## src/rtl/bb_pkg.sv

```systemverilog
package bb_pkg;

    // setting of a 2x2 switching or compare element
    typedef enum logic {
        SW_BAR   = 1'b0,
        SW_CROSS = 1'b1
    } sw_set_e;

    // number of compare columns in a bitonic sorter over 2**lg lines
    function automatic int sort_depth(input int lg);
        return lg * (lg + 1) / 2;
    endfunction

endpackage

```

## src/rtl/bb_sort_cell.sv

```systemverilog
module bb_sort_cell #(
    parameter int AW     = 3,
    parameter int W      = 16,
    parameter bit ASCEND = 1'b1,
    localparam int CW    = 1 + AW + W
) (
    input  logic          clk,
    input  logic          rst_n,
    input  logic [CW-1:0] a_i,
    input  logic [CW-1:0] b_i,
    output logic [CW-1:0] lo_o,
    output logic [CW-1:0] hi_o
);
    import bb_pkg::*;

    logic [AW:0]  key_a, key_b;
    sw_set_e      set_q;

    // idle cells carry the largest key
    assign key_a = {~a_i[CW-1], a_i[CW-2 -: AW]};
    assign key_b = {~b_i[CW-1], b_i[CW-2 -: AW]};

    always_comb begin
        if (ASCEND) set_q = (key_a > key_b) ? SW_CROSS : SW_BAR;
        else        set_q = (key_a < key_b) ? SW_CROSS : SW_BAR;
    end

    always_ff @(posedge clk or negedge rst_n) begin
        if (!rst_n) begin
            lo_o <= '0;
            hi_o <= '0;
        end else begin
            unique case (set_q)
                SW_BAR:   begin lo_o <= a_i; hi_o <= b_i; end
                SW_CROSS: begin lo_o <= b_i; hi_o <= a_i; end
                default:  begin lo_o <= a_i; hi_o <= b_i; end
            endcase
        end
    end
endmodule

```

## src/rtl/bb_switch2.sv

```systemverilog
module bb_switch2 #(
    parameter int AW     = 3,
    parameter int W      = 16,
    parameter int BITSEL = 0,
    localparam int CW    = 1 + AW + W
) (
    input  logic          clk,
    input  logic          rst_n,
    input  logic [CW-1:0] up_i,
    input  logic [CW-1:0] dn_i,
    output logic [CW-1:0] up_o,
    output logic [CW-1:0] dn_o
);
    import bb_pkg::*;

    logic    up_bit, dn_bit;
    sw_set_e set_q;

    assign up_bit = up_i[W + BITSEL];
    assign dn_bit = dn_i[W + BITSEL];

    // bit 0 steers to the upper line, bit 1 to the lower line
    always_comb begin
        if ((up_i[CW-1] && up_bit) || (dn_i[CW-1] && !dn_bit)) set_q = SW_CROSS;
        else                                                  set_q = SW_BAR;
    end

    always_ff @(posedge clk or negedge rst_n) begin
        if (!rst_n) begin
            up_o <= '0;
            dn_o <= '0;
        end else begin
            unique case (set_q)
                SW_BAR:   begin up_o <= up_i; dn_o <= dn_i; end
                SW_CROSS: begin up_o <= dn_i; dn_o <= up_i; end
                default:  begin up_o <= up_i; dn_o <= dn_i; end
            endcase
        end
    end
endmodule

```

## src/rtl/bb_fabric.sv

```systemverilog
module bb_fabric #(
    parameter int N  = 8,
    parameter int W  = 16,
    localparam int AW = $clog2(N)
) (
    input  logic            clk,
    input  logic            rst_n,
    input  logic [N-1:0]    in_vld,
    input  logic [N*AW-1:0] in_dst,
    input  logic [N*W-1:0]  in_pay,
    output logic [N-1:0]    out_vld,
    output logic [N*W-1:0]  out_pay
);
    import bb_pkg::*;

    localparam int L     = AW;
    localparam int SDEP  = sort_depth(L);
    localparam int LAT   = SDEP + L;
    localparam int CW    = 1 + AW + W;

    logic [CW-1:0] srt [0:SDEP][0:N-1];
    logic [CW-1:0] ban [0:L][0:N-1];

    for (genvar gi = 0; gi < N; gi++) begin : g_pack
        assign srt[0][gi] = {in_vld[gi], in_dst[gi*AW +: AW], in_pay[gi*W +: W]};
        assign ban[0][gi] = srt[SDEP][gi];
        assign out_vld[gi]        = ban[L][gi][CW-1];
        assign out_pay[gi*W +: W] = ban[L][gi][W-1:0];
    end

    // bitonic sorter: phase gp merges blocks of 2**(gp+1)
    for (genvar gp = 0; gp < L; gp++) begin : g_phase
        for (genvar gq = 0; gq <= gp; gq++) begin : g_step
            localparam int S = gp * (gp + 1) / 2 + gq;
            localparam int D = 1 << (gp - gq);
            for (genvar gi = 0; gi < N; gi++) begin : g_cmp
                if ((gi & D) == 0) begin : g_on
                    bb_sort_cell #(
                        .AW(AW), .W(W),
                        .ASCEND(((gi >> (gp + 1)) & 1) == 0)
                    ) u_cmp (
                        .clk  (clk),
                        .rst_n(rst_n),
                        .a_i  (srt[S][gi]),
                        .b_i  (srt[S][gi + D]),
                        .lo_o (srt[S+1][gi]),
                        .hi_o (srt[S+1][gi + D])
                    );
                end
            end
        end
    end

    // butterfly: stage gs steers on destination bit L-1-gs
    for (genvar gs = 0; gs < L; gs++) begin : g_route
        localparam int D = 1 << (L - 1 - gs);
        for (genvar gi = 0; gi < N; gi++) begin : g_sw
            if ((gi & D) == 0) begin : g_on
                bb_switch2 #(
                    .AW(AW), .W(W), .BITSEL(L - 1 - gs)
                ) u_sw (
                    .clk  (clk),
                    .rst_n(rst_n),
                    .up_i (ban[gs][gi]),
                    .dn_i (ban[gs][gi + D]),
                    .up_o (ban[gs+1][gi]),
                    .dn_o (ban[gs+1][gi + D])
                );
            end
        end
    end

endmodule

```

## config.mk

```make
export PLATFORM = sky130hd
export DESIGN_NAME = bb_fabric
export DESIGN_NICKNAME = d
export VERILOG_FILES = /design/src/rtl/bb_pkg.sv /design/src/rtl/bb_sort_cell.sv /design/src/rtl/bb_switch2.sv /design/src/rtl/bb_fabric.sv
export SDC_FILE = /design/constraint.sdc
export NUM_CORES = 2
export LEC_CHECK = 0
export BUFFER_PORTS_ARGS = -buffer_cell sky130_fd_sc_hd__buf_2
export CAP_MARGIN = 25
export CORE_ASPECT_RATIO = 0.7
export CORE_MARGIN = 8
export CORE_UTILIZATION = 61
export DETAILED_ROUTE_END_ITERATION = 16
export PLACE_DENSITY = 0.76
export SLEW_MARGIN = 20
export SYNTH_ARGS = -nofsm -noshare
export SYNTH_HDL_FRONTEND = slang
export SYNTH_SLANG_ARGS = --single-unit
```

## constraint.sdc

```tcl
create_clock -name clk -period 2.4 [get_ports clk]
set_input_delay 0.48 -clock clk [delete_from_list [all_inputs] [get_ports clk]]
set_output_delay 0.48 -clock clk [all_outputs]
set_load 0.005 [all_outputs]
```

==> run summary <==
• 0 — EDFF count, synth
• 902 µV — worst IR drop on VDD
• 4 — htree depth
• 100% — share of synthesized flip-flops with an asynchronous set or reset
• 50.8% — fraction of final layout cells with drive strength greater than 1
• 2 — Worst Hold Path Cells
• 0 — Final Hold Violating Endpoints
• g_phase[1].g_step[0].g_cmp[1].g_on.u_cmp.hi_o[17] — Crit Reg-Reg Startpoint
• 16.0 µm² — average instance area after synthesis
• 8 — initial antenna violation count
• 1580 nW/µm² — power density relative to cell area
• 101000 µm² — die outline area
• 297 — I/O Buffers
• 82700 µm — final HPWL from detailed placement
• 18500 µm² — footprint of the multi-input gates
• 0.847 — final RePlAce weighted congestion
• 116000 µm — final wirelength
• clkbuf_16 — clock root buffer
• 0 — final setup violating endpoints
• 3712 — synthesized net count
• 63.0% — part of the Yosys area used for sequential elements
• 0 — number of warnings printed during yosys synthesis
• 57.4% — worst relative slew slack
• 268 µm — height of the chip
• dfrtp_1 — most frequent cell after synthesis
• 0.0261 ns — Clock Skews
• in_pay[99] — min-delay src
• 89900 µm² — core area
• 39.8% — relative contribution of combinational cells to total power
• 2.38 ns — post-layout minimum cycle time
• 3 — clock buffer depth
• 0.59 ns — critical path's largest stage delay
• 0 — Max-cap violations
• 20.0% — share of power burned in the clock network
• 421 MHz — Highest Clock Rate
• 0.0225 ns — final worst setup slack
• register — endpoint kind of the worst setup timing path
• 22.4 µm — average routed wire per standard cell
• 32.4% — switching share of power
• 23.4% — GR Util All Layers
• 61.5% — Initial Utilization
• 40.2% — power share of the sequential group
• dlygate4sd3_1 — dominant cell type by count on the critical path
• 63.0% — top cell type's share of synthesized area
• 1523 — DR iter-0 viols
• dfrtp_1 (63%), mux2_2 (25%), mux2_4 (3.3%) — ranking of synthesized cells by area
• 34800 µm² — total area of sequential cells
• 15.7% — Layout Area Growth over Synthesis
• dfrtp_1 — cell type contributing the most total cell area after synthesis
• input pin to register — category of the most critical setup path
• 298 — number of top-level pins
• 1392 — clock sink count
• 0 — global route total overflow
• 0.71 ns — clock network latency to the later pin of the worst-skew pair
• 64000 µm² — final cell area excluding filler cells
• 0 — number of max-slew violations in the final report
• 0.07 ns — clock transition at the register clock pins on the worst setup and hold paths after CTS
• 7 — Pre-Repair DR Iteration Count
• input pin to register — classification of the worst-slack hold path
• 28000 — vias
• 4129 — net total in the final layout
• 2.97 ns — Data required, critical path
• 5.39 — detail-routed via count per cell
• dfrtp_1 — Most used DFF post-synth
• g_phase[1].g_step[1].g_cmp[2].g_on.u_cmp.hi_o[4] — capture instance of the worst register-to-register path
• dlygate4sd3_1 — highest-delay cell along the critical path
• input pin — kind of start point of the critical path
• dlygate4sd3_1 -> buf_2 -> inv_1 -> ha_1 -> nor2_1 -> o31ai_4 -> buf_12 -> mux2_4 -> dlygate4sd3_1 — Critical Path, Cell by Cell
• 130 — total CTS buffers
• 7 — cell depth of the worst flop-to-flop path
• 0.255 ns — worst setup slack before clock tree synthesis
• 16 — critical path fanouts, max
• true — unrepaired setup endpoints after global routing
• 0 — number of remaining DRC errors
• 58200 µm² — instance area at placement
• completed — outcome
• 18 — Cell variety after synth
• 119 — pin count of the biggest net entering global routing
• 99.1% — post-route fraction of the period consumed by the critical path
• 55300 µm² — synthesized cell area
• 92 — total number of placement rows
• dfrtp_1 (1392), mux2_2 (1236), buf_4 (136), inv_1 (120), mux2_4 (120) — most numerous cell types in the synthesized netlist
• 5564 — number of fill cells in the layout
• 376 µm — Horiz. Die Dim
• 28.5 nW — leakage dissipation
• done — clock tree from TritonCTS
• 3448 — synthesized instance count
• 0 — antenna-violating nets left
• g_phase[0].g_step[0].g_cmp[6].g_on.u_cmp.hi_o[3] — endpoint with the worst hold slack
• 183000 µm — wire length of the first global-routing pass
• 2.95 ns — critical path arrival
• 0.638 ns — Least-Margin Pin Slew
• 0.28 ns — setup slack of the most critical reg-to-reg path
• 1392 — register bit total from synthesis
• 0.0397 ns — Worst Hold Slack
• 68.5 mW — cell-internal power
• 32.9 mW — Sw Pwr
• 30800 — via count of the first global-routing pass
==> how the worst max path moves through the flow <==
stage / startpoint / endpoint / slack, ns / cells after the start
global placement: in_dst[4] / g_phase[0].g_step[0].g_cmp[0].g_on.u_cmp.lo_o[0] / 0.30 / 8
global route: in_dst[5] / g_phase[0].g_step[0].g_cmp[0].g_on.u_cmp.hi_o[0] / -0.007 / 9
detailed placement: in_dst[16] / g_phase[0].g_step[0].g_cmp[4].g_on.u_cmp.lo_o[4] / 0.25 / 8
floorplan: in_vld[0] / g_phase[0].g_step[0].g_cmp[0].g_on.u_cmp.hi_o[0] / 0.52 / 6
finish: in_dst[23] / g_phase[0].g_step[0].g_cmp[6].g_on.u_cmp.lo_o[5] / 0.02 / 9
CTS: in_dst[12] / g_phase[0].g_step[0].g_cmp[4].g_on.u_cmp.hi_o[4] / 0.06 / 9
==> cell families (layout without fill, tap and decap cells) <==
family / Yosys count / count (layout) / share of synthesized area, %
flops: 1392 / 1392 / 63.0
mux: 1356 / 1356 / 28.4
simple gates: 120 / 120 / 1.14
other cells: 0 / 2 / 0
buf+inv: 388 / 903 / 4.06
compound gates: 90 / 90 / 1.06
fa+ha+maj: 102 / 102 / 2.31
==> layer usage <==
layer	wire, µm	global-route usage (%)	up-vias
met5	13	0	-
met4	2510	6.04	2
met3	5340	4.69	177
met2	50400	34.1	591
met1	58100	36.2	14500
li1	-	-	12700
==> cell type report <==
class,count,share of cell area [%]
sequential,1392,54.4
multi-input combinational,1668,28.9
clock inverter,37,0.461
inverter,120,0.704
timing repair buffer,553,6.92
antenna,2,0.00782
clock buffer,193,6.22
tap,1222,2.39
==> per-stage QoR <==
step | power (mW) | utilization, % | instances | TNS [ns]
floorplan | 68.4 | - | 3448 | 0
global placement | 79.2 | 64.7 | 4809 | 0
detailed placement | 80.3 | 64.7 | 4809 | 0
CTS | 102 | 71.0 | 5172 | 0
global route | 107 | 71.2 | 5187 | -0.0238
finish | 101 | 71.2 | 5187 | 0
==> state kept, by name, summed over array words and instances, names as in the netlist <==
signal                                flops
g_route.g_sw.g_on.u_sw.dn_o             216
g_route.g_sw.g_on.u_sw.up_o             216
g_phase.g_step.g_cmp.g_on.u_cmp.lo_o    480
g_phase.g_step.g_cmp.g_on.u_cmp.hi_o    480
==> placed cells by master, fill, tap and decap left out, drive strengths merged <==
cell type	n
a211oi	6
nand2b	18
nor2b	18
inv	123
clkinv	23
nor2	30
and4	18
clkinvlp	8
buf	416
ha	102
a21oi	48
o21ai	12
o211ai	18
nand2	36
dlygate4sd3	133
o31ai	6
clkbuf	197
diode	2
mux2	1356
dfrtp	1392
bufinv	3
==> power by group through the flow <==
| stage | clock network, mW | registers, mW | logic (mW) |
|---|---|---|---|
| 6_report | 20.3 | 40.8 | 40.4 |
| 5_1_grt | 21.7 | 41.8 | 43.2 |
| 4_1_cts | 20.6 | 40.7 | 40.4 |
| 3_5_place_dp | 0 | 40.9 | 39.4 |
| 3_3_place_gp | 0 | 40.3 | 39.0 |
| 2_1_floorplan | 0 | 38.0 | 30.4 |
==> critical path: cells and delay by family <==
kind	cells	cell delay, ns
buffers and inverters	5	1.47
muxes	1	0.31
adders and majority gates	1	0.26
and+or+nand+nor	1	0.06
AOI/OAI and AO/OA	1	0.34
==> what timing repair did <==
action	CTS	global route
endpoints found under the hold margin	146	0
setup endpoints to repair	0	17
resized for setup	0	2
setup buffers	0	9
hold buffers	133	0
No activity file was read; power rests on OpenSTA's default activity.
